<file path="config.mk">
export PLATFORM = sky130hd
export DESIGN_NAME = serial_cmd_expander
export DESIGN_NICKNAME = d
export VERILOG_FILES = /design/src/rtl/cmdx_pkg.sv /design/src/rtl/cmdx_sync.sv /design/src/rtl/cmdx_shift.sv /design/src/rtl/cmdx_commit.sv /design/src/rtl/cmdx_uart_route.sv /design/src/rtl/serial_cmd_expander.sv
export SDC_FILE = /design/constraint.sdc
export NUM_CORES = 1
export LEC_CHECK = 0
export BUFFER_PORTS_ARGS = -buffer_cell sky130_fd_sc_hd__clkbuf_2
export CORE_MARGIN = 1
export CORE_UTILIZATION = 60
export CTS_BUF_LIST = sky130_fd_sc_hd__clkbuf_4
export DETAILED_ROUTE_END_ITERATION = 6
export PLACE_DENSITY = 0.95
export SLEW_MARGIN = 20
export SYNTH_ARGS = -nofsm -noshare
export SYNTH_HDL_FRONTEND = slang
export SYNTH_SLANG_ARGS = --single-unit
</file>
<file path="constraint.sdc">
create_clock -name clk -period 2.9 [get_ports clk]
set_input_delay 0.29 -clock clk [delete_from_list [all_inputs] [get_ports clk]]
set_output_delay 0.29 -clock clk [all_outputs]
set_load 0.02 [all_outputs]
</file>
<file path="src/rtl/cmdx_pkg.sv">
package cmdx_pkg;

    typedef enum logic [2:0] {
        OP_NONE,
        OP_SET,
        OP_CLR,
        OP_SEL_A,
        OP_SEL_B
    } cmd_op_e;

    typedef struct packed {
        cmd_op_e    op;
        logic [7:0] idx;
    } cmd_dec_t;

    typedef struct packed {
        logic sclk;
        logic sdat;
        logic stb;
    } link_t;

    function automatic cmd_dec_t decode_cmd(logic [15:0] code,
                                            int unsigned fw,
                                            int unsigned nout);
        cmd_dec_t    d;
        int unsigned c;
        int unsigned clr_base;
        int unsigned top;
        c        = int'(code);
        clr_base = 1 << (fw - 1);
        top      = (1 << fw) - 1;
        d.op     = OP_NONE;
        d.idx    = '0;
        if (c == top) begin
            d.op = OP_SEL_B;
        end else if (c == top - 1) begin
            d.op = OP_SEL_A;
        end else if (c < clr_base) begin
            if (c < nout) begin
                d.op  = OP_SET;
                d.idx = 8'(c);
            end
        end else if ((c - clr_base) < nout) begin
            d.op  = OP_CLR;
            d.idx = 8'(c - clr_base);
        end
        return d;
    endfunction

endpackage

</file>
<file path="src/rtl/cmdx_sync.sv">
module cmdx_sync #(
    parameter int             W       = 3,
    parameter int             STAGES  = 2,
    parameter logic [W-1:0]   RST_VAL = '0
) (
    input  logic         clk,
    input  logic         rst,
    input  logic [W-1:0] d_i,
    output logic [W-1:0] q_o
);

    logic [W-1:0] stg_q [STAGES];

    always_ff @(posedge clk) begin
        if (rst) begin
            for (int s = 0; s < STAGES; s++) stg_q[s] <= RST_VAL;
        end else begin
            stg_q[0] <= d_i;
            for (int s = 1; s < STAGES; s++) stg_q[s] <= stg_q[s-1];
        end
    end

    assign q_o = stg_q[STAGES-1];

endmodule

</file>
<file path="src/rtl/cmdx_shift.sv">
module cmdx_shift #(
    parameter int FRAME_W = 6
) (
    input  logic               clk,
    input  logic               rst,
    input  cmdx_pkg::link_t    link_i,
    output logic [FRAME_W-1:0] code_o,
    output logic               commit_o
);

    logic               sclk_prev_q;
    logic               stb_prev_q;
    logic [FRAME_W-1:0] shreg_q;
    logic               sclk_fall;

    assign sclk_fall = sclk_prev_q & ~link_i.sclk;
    assign commit_o  = stb_prev_q & ~link_i.stb;

    always_ff @(posedge clk) begin
        if (rst) begin
            sclk_prev_q <= 1'b1;
            stb_prev_q  <= 1'b1;
            shreg_q     <= '0;
        end else begin
            sclk_prev_q <= link_i.sclk;
            stb_prev_q  <= link_i.stb;
            if (sclk_fall) shreg_q <= {link_i.sdat, shreg_q[FRAME_W-1:1]};
        end
    end

    assign code_o = shreg_q;

    // staging contents move only on a bit-clock falling edge
    p_shift_only_on_fall_r2: assert property (@(posedge clk) disable iff (rst)
        !sclk_fall |=> $stable(shreg_q));

    // incoming bit lands at the top position
    p_new_bit_top_r2: assert property (@(posedge clk) disable iff (rst)
        sclk_fall |=> shreg_q[FRAME_W-1] == $past(link_i.sdat));

endmodule

</file>
<file path="src/rtl/cmdx_commit.sv">
module cmdx_commit #(
    parameter int FRAME_W = 6,
    parameter int NUM_OUT = 29
) (
    input  logic               clk,
    input  logic               rst,
    input  logic               commit_i,
    input  logic [FRAME_W-1:0] code_i,
    output logic [NUM_OUT-1:0] gpo_o,
    output logic               sel_o
);
    import cmdx_pkg::*;

    localparam int unsigned ALL_ONES = (1 << FRAME_W) - 1;

    cmd_dec_t           dec;
    logic [NUM_OUT-1:0] gpo_q;
    logic               sel_q;

    assign dec = decode_cmd(16'(code_i), FRAME_W, NUM_OUT);

    always_ff @(posedge clk) begin
        if (rst) begin
            gpo_q <= '0;
            sel_q <= 1'b0;
        end else if (commit_i) begin
            case (dec.op)
                OP_SEL_A: sel_q <= 1'b0;
                OP_SEL_B: sel_q <= 1'b1;
                default:  ;
            endcase
            for (int i = 0; i < NUM_OUT; i++) begin
                if (dec.idx == 8'(i)) begin
                    if (dec.op == OP_SET) gpo_q[i] <= 1'b1;
                    if (dec.op == OP_CLR) gpo_q[i] <= 1'b0;
                end
            end
        end
    end

    assign gpo_o = gpo_q;
    assign sel_o = sel_q;

    // latch holds without a strobe falling edge
    p_hold_without_strobe_r7: assert property (@(posedge clk) disable iff (rst)
        !commit_i |=> ($stable(gpo_q) && $stable(sel_q)));

    // codes outside the defined ranges change nothing
    p_unused_code_r6: assert property (@(posedge clk) disable iff (rst)
        (commit_i && dec.op == OP_NONE) |=> ($stable(gpo_q) && $stable(sel_q)));

    // all-ones code selects channel 2
    p_sel_second_r5: assert property (@(posedge clk) disable iff (rst)
        (commit_i && int'(code_i) == ALL_ONES) |=> sel_q);

    // all-ones minus one selects channel 1
    p_sel_first_r5: assert property (@(posedge clk) disable iff (rst)
        (commit_i && int'(code_i) == ALL_ONES - 1) |=> !sel_q);

    // at most one output bit moves per commit
    p_single_bit_r3: assert property (@(posedge clk) disable iff (rst)
        1'b1 |=> $countones(gpo_q ^ $past(gpo_q)) <= 1);

endmodule

</file>
<file path="src/rtl/cmdx_uart_route.sv">
module cmdx_uart_route (
    input  logic sel_i,
    input  logic host_txd_i,
    output logic host_rxd_o,
    input  logic exp0_rxd_i,
    output logic exp0_txd_o,
    input  logic exp1_rxd_i,
    output logic exp1_txd_o
);

    always_comb begin
        host_rxd_o = sel_i ? exp1_rxd_i : exp0_rxd_i;
        exp0_txd_o = sel_i ? 1'b1 : host_txd_i;
        exp1_txd_o = sel_i ? host_txd_i : 1'b1;
    end

endmodule

</file>
<file path="src/rtl/serial_cmd_expander.sv">
module serial_cmd_expander #(
    parameter int FRAME_W     = 6,
    parameter int NUM_OUT     = 29,
    parameter int SYNC_STAGES = 2
) (
    input  logic               clk,
    input  logic               rst,
    input  logic               sclk_i,
    input  logic               sdata_i,
    input  logic               strobe_i,
    input  logic               host_txd_i,
    output logic               host_rxd_o,
    input  logic               exp0_rxd_i,
    output logic               exp0_txd_o,
    input  logic               exp1_rxd_i,
    output logic               exp1_txd_o,
    output logic               chan_sel_o,
    output logic [NUM_OUT-1:0] gpo_o
);
    import cmdx_pkg::*;

    localparam int LINK_W = $bits(link_t);

    link_t              link_raw;
    link_t              link_s;
    logic [LINK_W-1:0]  link_sync_q;
    logic [FRAME_W-1:0] code;
    logic               commit;

    assign link_raw = '{sclk: sclk_i, sdat: sdata_i, stb: strobe_i};

    cmdx_sync #(
        .W       (LINK_W),
        .STAGES  (SYNC_STAGES),
        .RST_VAL (LINK_W'(3'b101))
    ) u_sync (
        .clk (clk),
        .rst (rst),
        .d_i (link_raw),
        .q_o (link_sync_q)
    );

    assign link_s = link_sync_q;

    cmdx_shift #(.FRAME_W(FRAME_W)) u_shift (
        .clk      (clk),
        .rst      (rst),
        .link_i   (link_s),
        .code_o   (code),
        .commit_o (commit)
    );

    cmdx_commit #(.FRAME_W(FRAME_W), .NUM_OUT(NUM_OUT)) u_commit (
        .clk      (clk),
        .rst      (rst),
        .commit_i (commit),
        .code_i   (code),
        .gpo_o    (gpo_o),
        .sel_o    (chan_sel_o)
    );

    cmdx_uart_route u_route (
        .sel_i      (chan_sel_o),
        .host_txd_i (host_txd_i),
        .host_rxd_o (host_rxd_o),
        .exp0_rxd_i (exp0_rxd_i),
        .exp0_txd_o (exp0_txd_o),
        .exp1_rxd_i (exp1_rxd_i),
        .exp1_txd_o (exp1_txd_o)
    );

    // reset leaves outputs low and channel 1 selected
    p_reset_state_r1: assert property (@(posedge clk)
        rst |=> (gpo_o == '0 && !chan_sel_o));

    // unselected expansion transmit line idles high
    p_idle_unselected_r9: assert property (@(posedge clk) disable iff (rst)
        chan_sel_o ? exp0_txd_o : exp1_txd_o);

endmodule

</file>
==> results of run 1 <==
state kept, by name, summed over array words and instances, names as in the netlist:
register and count:
u_commit.gpo_o 29, u_shift.code_o 6, u_sync.stg_q 6, u_commit.sel_o 1, u_shift.sclk_prev_q 1, u_shift.stb_prev_q 1
area by class of cell:
class | instances | area (um^2) | area share
multi-input cells | 135 | 973 | 0.450
flip-flops and latches | 44 | 881 | 0.407
repair buffers | 40 | 200 | 0.0925
well taps | 44 | 55.1 | 0.0254
clock buffers | 6 | 45.0 | 0.0208
clock inverters | 1 | 5.00 | 0.00231
inverters | 1 | 3.75 | 0.00174
worst max-delay path: cells and delay by family (launching register included):
family	cells	cell delay, ns
simple gates	2	0.83
flops	1	0.62
mux	1	0.13
synthesized netlist by cell type (4+ instances only):
cell,number,area (um^2)
a211oi_1,4,30.0
a31oi_1,4,25.0
or2_2,8,50.1
nor2_1,7,26.3
nand4_1,5,31.3
clkbuf_1,10,37.5
nand2_1,8,30.0
dfxtp_1,44,881
nand3_1,9,45.0
buf_2,5,25.0
nand2b_1,26,163
mux2i_1,31,310
nor2b_1,9,56.3
worst paths after layout:
path                 startpoint                  to  slack (ns)
min reg2reg  u_sync.stg_q[0][0]  u_sync.stg_q[0][3]        0.42
max reg2reg   u_shift.code_o[2]  u_commit.gpo_o[28]        1.21
min                    strobe_i  u_sync.stg_q[0][0]        0.11
max           u_shift.code_o[2]  u_commit.gpo_o[28]        1.21
cells by family after synthesis:
| family | count (synthesis) | synth area share |
|---|---|---|
| and+or+nand+nor | 91 | 0.294 |
| DFF | 44 | 0.457 |
| muxes | 32 | 0.167 |
| buffers and inverters | 17 | 0.0383 |
| AOI/OAI and AO/OA | 12 | 0.0441 |
routing by layer:
metal / wire [um] / GRT usage
met2: 1580 / 0.345
met5: 0 / 0
met1: 1690 / 0.288
met3: 188 / 0.0747
met4: 95 / 0.126
power by group through the flow:
stage / registers (W) / clock network (W) / logic [W]
finish: 0.000613 / 0.000282 / 0.0000430
floorplan: 0.000627 / 0 / 0.0000325
global route: 0.000614 / 0.000315 / 0.0000473
CTS: 0.000613 / 0.000288 / 0.0000435
global placement: 0.000626 / 0 / 0.0000431
detailed placement: 0.000626 / 0 / 0.0000434
through the flow:
step	instances	total power [W]	util	worst slack [ns]
2_1_floorplan	196	0.000659	-	1.54
3_3_place_gp	264	0.000669	0.692	1.28
3_5_place_dp	264	0.000670	0.692	1.25
4_1_cts	271	0.000944	0.709	1.23
5_1_grt	271	0.000976	0.709	1.11
6_report	271	0.000938	0.709	1.21
==> flow_summary.toml, run 1 <==
[clock_tree]
clkTransAtPathRegs_ns = 0.12
cts_hold_buffers = 0
numCtsBuffers = 5
htree_levels = 2
cts-root-buf = "clkbuf_4"
clk_latency_ns = 0.35
clock_sinks = 44
cts-resized-gates = 0
clockBufferDepth = 2
tritoncts = "built"
cts_setup_buffers = 0

[global_routing]
overflow = 0
antenna_found_initial = 0
grt_pass1_wl_mm = 5.78
track_usage = 0.228
grt_max_degree = 48
grt_pass1_vias = 1281

[synth]
post_synth.cell_area_avg_um2 = 9.84
synthDistinctLibCells = 30
synth_edf_count = 0
yosysSeqAreaShare = 0.457
synth_async_sr_flop_share = 0
netlist_instances = 196
netlist_area_um2 = 1930
synthFlopType = "dfxtp_1"
ys_seq_elements = 44
synth_nets = 204
yosysWarnings = 0

[placement]
place.gp.congestion = 0.822
place_area_um2 = 2110
dp.final_hpwl_mm = 2.35
port_buffers = 40

[worst_setup_path]
critical_path_arrival_ns = 1.93
critPathMaxStageDelay_ns = 0.62
reg2regPathDepth = 3
endpoint_kind = "register"
start_kind = "register"
path_max_fanout = 15
critical_path_class = "register to register"
path_cells = "and3b_1, or4b_1, mux2i_1"
slowest_stage = "dfxtp_1"
cp_data_required_time_ns = 3.14

[die]
rows = 20
core_area_um2 = 3050
pin_count = 41
die_height_um = 58.7
dieArea_um2 = 3440
fp.dieW_um = 58.7
start_util = 0.632

[sta]
fin_skew_ns = 0.00791
hold_slack_ns = 0.111
setup_tns_ns = 0
maxSlewHeadroom = 0.479
finalMaxSlewViolations = 0
tightest_slew_ns = 0.780
rsz0062_at_grt = "no"
timing.fmax_mhz = 591
setup_viol = 0
post-route-period-util = 0.583
hold_violations = 0
timing.final.crit_period_ns = 1.69

[routing]
drt_wl_total_mm = 3.55
first_pass_iters = 4
wl_per_cell_um = 13.1
drt_iter0_markers = 74
vias = 1476
drc = 0
ant_nets = 0
vias_per_cell = 5.45

[hold_path]
worst_hold_path_type = "primary input to register"
whs_path_depth = 2

[power_and_ir_drop]
switching_power_w = 0.000209
power.share.combinational = 0.046
pwr_density_cell_nw_per_um2 = 433
p_leak_nw = 0.971
p_int_w = 0.000728
vdd_drop_max_mv = 0.269
switching_share = 0.223
pwr-share-clk = 0.301
pwr-share-seq = 0.653

[job]
drv_cap = 0

[final_layout]
layout.nets = 235
final_common_cell = "dfxtp_1"
antenna_cells = 0
areaGrowthSynthToFinish_pct = 12.2
drive_gt1_frac = 0.256
final_area_um2 = 2160
final_cell_mix = "dfxtp_1, clkbuf_2, mux2i_1, nand2b_1"
fillers = 255

[run_status]
status = "finished, final reports clean"
Note: power is estimated with default switching activity, not from simulation.
==> inputs of run 2 (changes only) <==
--- a/config.mk
+++ b/config.mk
@@ -7,10 +7,10 @@
 export LEC_CHECK = 0
 export BUFFER_PORTS_ARGS = -buffer_cell sky130_fd_sc_hd__clkbuf_2
 export CORE_MARGIN = 1
-export CORE_UTILIZATION = 60
+export CORE_UTILIZATION = 56
 export CTS_BUF_LIST = sky130_fd_sc_hd__clkbuf_4
 export DETAILED_ROUTE_END_ITERATION = 6
-export PLACE_DENSITY = 0.95
+export PLACE_DENSITY = 0.94
 export SLEW_MARGIN = 20
 export SYNTH_ARGS = -nofsm -noshare
 export SYNTH_HDL_FRONTEND = slang
==> constraint.sdc (replaced) <==
create_clock -name clk -period 1.7 [get_ports clk]
set_input_delay 0.17 -clock clk [delete_from_list [all_inputs] [get_ports clk]]
set_output_delay 0.17 -clock clk [all_outputs]
set_load 0.02 [all_outputs]
==> run 2 against run 1 <==
Against the previous run:
- wire length increased by 3.7%
- via count increased by 3.7%
- clock skew decreased by 0.0037 ns
- largest power group unchanged
==> flow_summary.toml, run 2 (synthesis gave the netlist of run 1 again) <==
[routing]
vias = 1530
ant_nets = 0
wl_met2_mm = 1.70
wl_met1_mm = 1.71
first_pass_iters = 4
dr_wl_met3_um = 215
drt_iter0_markers = 54
highest_layer = "met4"
drt_wl_total_mm = 3.68
vias_per_cell = 5.41
drc = 0
wl_per_cell_um = 13.0

[worst_setup_path]
critPathMaxStageDelay_ns = 0.44
endpoint_kind = "register"
r2r_start = "u_shift.stb_prev_q"
critical_path_class = "register to register"
slowest_stage = "dfxtp_1"
r2r_slack_ns = 0.24
reg2regPathDepth = 3
cp_data_required_time_ns = 1.98
start_kind = "register"
critical_path_arrival_ns = 1.74
reg2reg_to = "u_commit.gpo_o[24]"
path_cells = "or3b_1, nor4_1, mux2i_1"
path_max_fanout = 7

[clock_tree]
numCtsBuffers = 5
clkTransAtPathRegs_ns = 0.12
htree_levels = 2
clk_latency_ns = 0.35
tritoncts = "built"
cts-root-buf = "clkbuf_4"
clockBufferDepth = 2
clock_sinks = 44

[final_layout]
layout.nets = 246
final_common_cell = "dfxtp_1"
antenna_cells = 0
areaGrowthSynthToFinish_pct = 18.3
drive_gt1_frac = 0.285
instances_no_fill = 283
largest_reg_flops = 29
final_cell_mix = "dfxtp_1, clkbuf_2, mux2i_1, nand2b_1"

[global_routing]
overflow = 0
grt_pass1_vias = 1293
antenna_found_initial = 0
grt_max_degree = 35
grt_pass1_wl_mm = 5.88
track_usage = 0.216

[placement]
dp.final_hpwl_mm = 2.54
dp_cells = 273
post-place-ws_ns = 0.261
place.gp.congestion = 0.853
port_buffers = 40

[die]
fp.dieW_um = 60.7
start_util = 0.612
rows = 20
die_height_um = 60.7
core_area_um2 = 3150
pin_count = 41
dieArea_um2 = 3680

[sta]
hold_violations = 0
rsz0062_at_grt = "no"
hold_slack_ns = 0.0251
finalMaxSlewViolations = 0
maxSlewHeadroom = 0.700
tightest_slew_ns = 0.450
timing.final.crit_period_ns = 1.46
setup_tns_ns = 0
post-route-period-util = 0.860
fin_ws_ns = 0.237
setup_viol = 0
timing.fmax_mhz = 684
fin_skew_ns = 0.00422

[hold_path]
whs_path_depth = 2
worst_hold_path_type = "primary input to register"
hold_start = "sdata_i"
whs_endpoint = "u_sync.stg_q[0][1]"

[run_status]
status = "finished, final reports clean"

[job]
drv_cap = 0

[power_and_ir_drop]
p_leak_nw = 1.04
pwr_density_cell_nw_per_um2 = 777
vdd_drop_max_mv = 0.526
-- run 2: cell count changes in the layout (fill, tap and decap cells not counted), sizes merged --
cell | before | now
buf | 0 | 9
dlygate4sd3 | 0 | 2
bufinv | 0 | 1
-- run 2: layer usage --
metal / GRT usage / vias up
met2: 0.338 / 52
met4: 0.0877 / 0
met3: 0.0576 / 9
met5: 0 / -
met1: 0.285 / 707
li1: - / 762
-- run 2: critical path, delay by kind of cell, from the launching register on --
family / cells / cell delay (ns)
DFF: 1 / 0.44
muxes: 1 / 0.24
and+or+nand+nor: 2 / 0.72
-- run 2: final cells by class --
cell class,instances,area (um^2)
Inverter,1,3.75
Clock inverter,2,35.0
Tap cell,44,55.1
Fill cell,250,872
Sequential cell,44,881
Clock buffer,6,45.0
Timing Repair Buffer,51,288
Multi-Input combinational cell,135,973
-- run 2: stage by stage --
step                area, um^2  total power [W]  utilization
floorplan                 1930          0.00112            -
global placement          2180          0.00115        0.692
detailed placement        2180          0.00115        0.692
CTS                       2280          0.00179        0.723
global route              2280          0.00184        0.723
finish                    2280          0.00177        0.723
-- run 2: how the worst max path moves through the flow --
stage	cells past startpoint	to	start
2_1_floorplan	4	u_commit.gpo_o[28]	u_sync.stg_q[0][3]
3_3_place_gp	3	u_commit.gpo_o[24]	u_shift.stb_prev_q
3_5_place_dp	3	u_commit.gpo_o[24]	u_shift.stb_prev_q
4_1_cts	3	u_commit.gpo_o[24]	u_shift.stb_prev_q
5_1_grt	3	u_commit.gpo_o[11]	u_shift.code_o[0]
6_report	3	u_commit.gpo_o[24]	u_shift.stb_prev_q
-- run 2: repair_timing --
item,CTS,global route
endpoints found under the hold margin,2,0
gates resized for setup,0,0
setup endpoints to repair,0,0
buffers inserted,0,0
hold buffers,2,0
-- run 2: report_power, final --
group          internal (W)  switching (W)  leakage, nW
clock              0.000324       0.000319       0.0456
combinational     0.0000412      0.0000425        0.639
sequential          0.00104     0.00000540        0.356
total               0.00141       0.000367         1.04
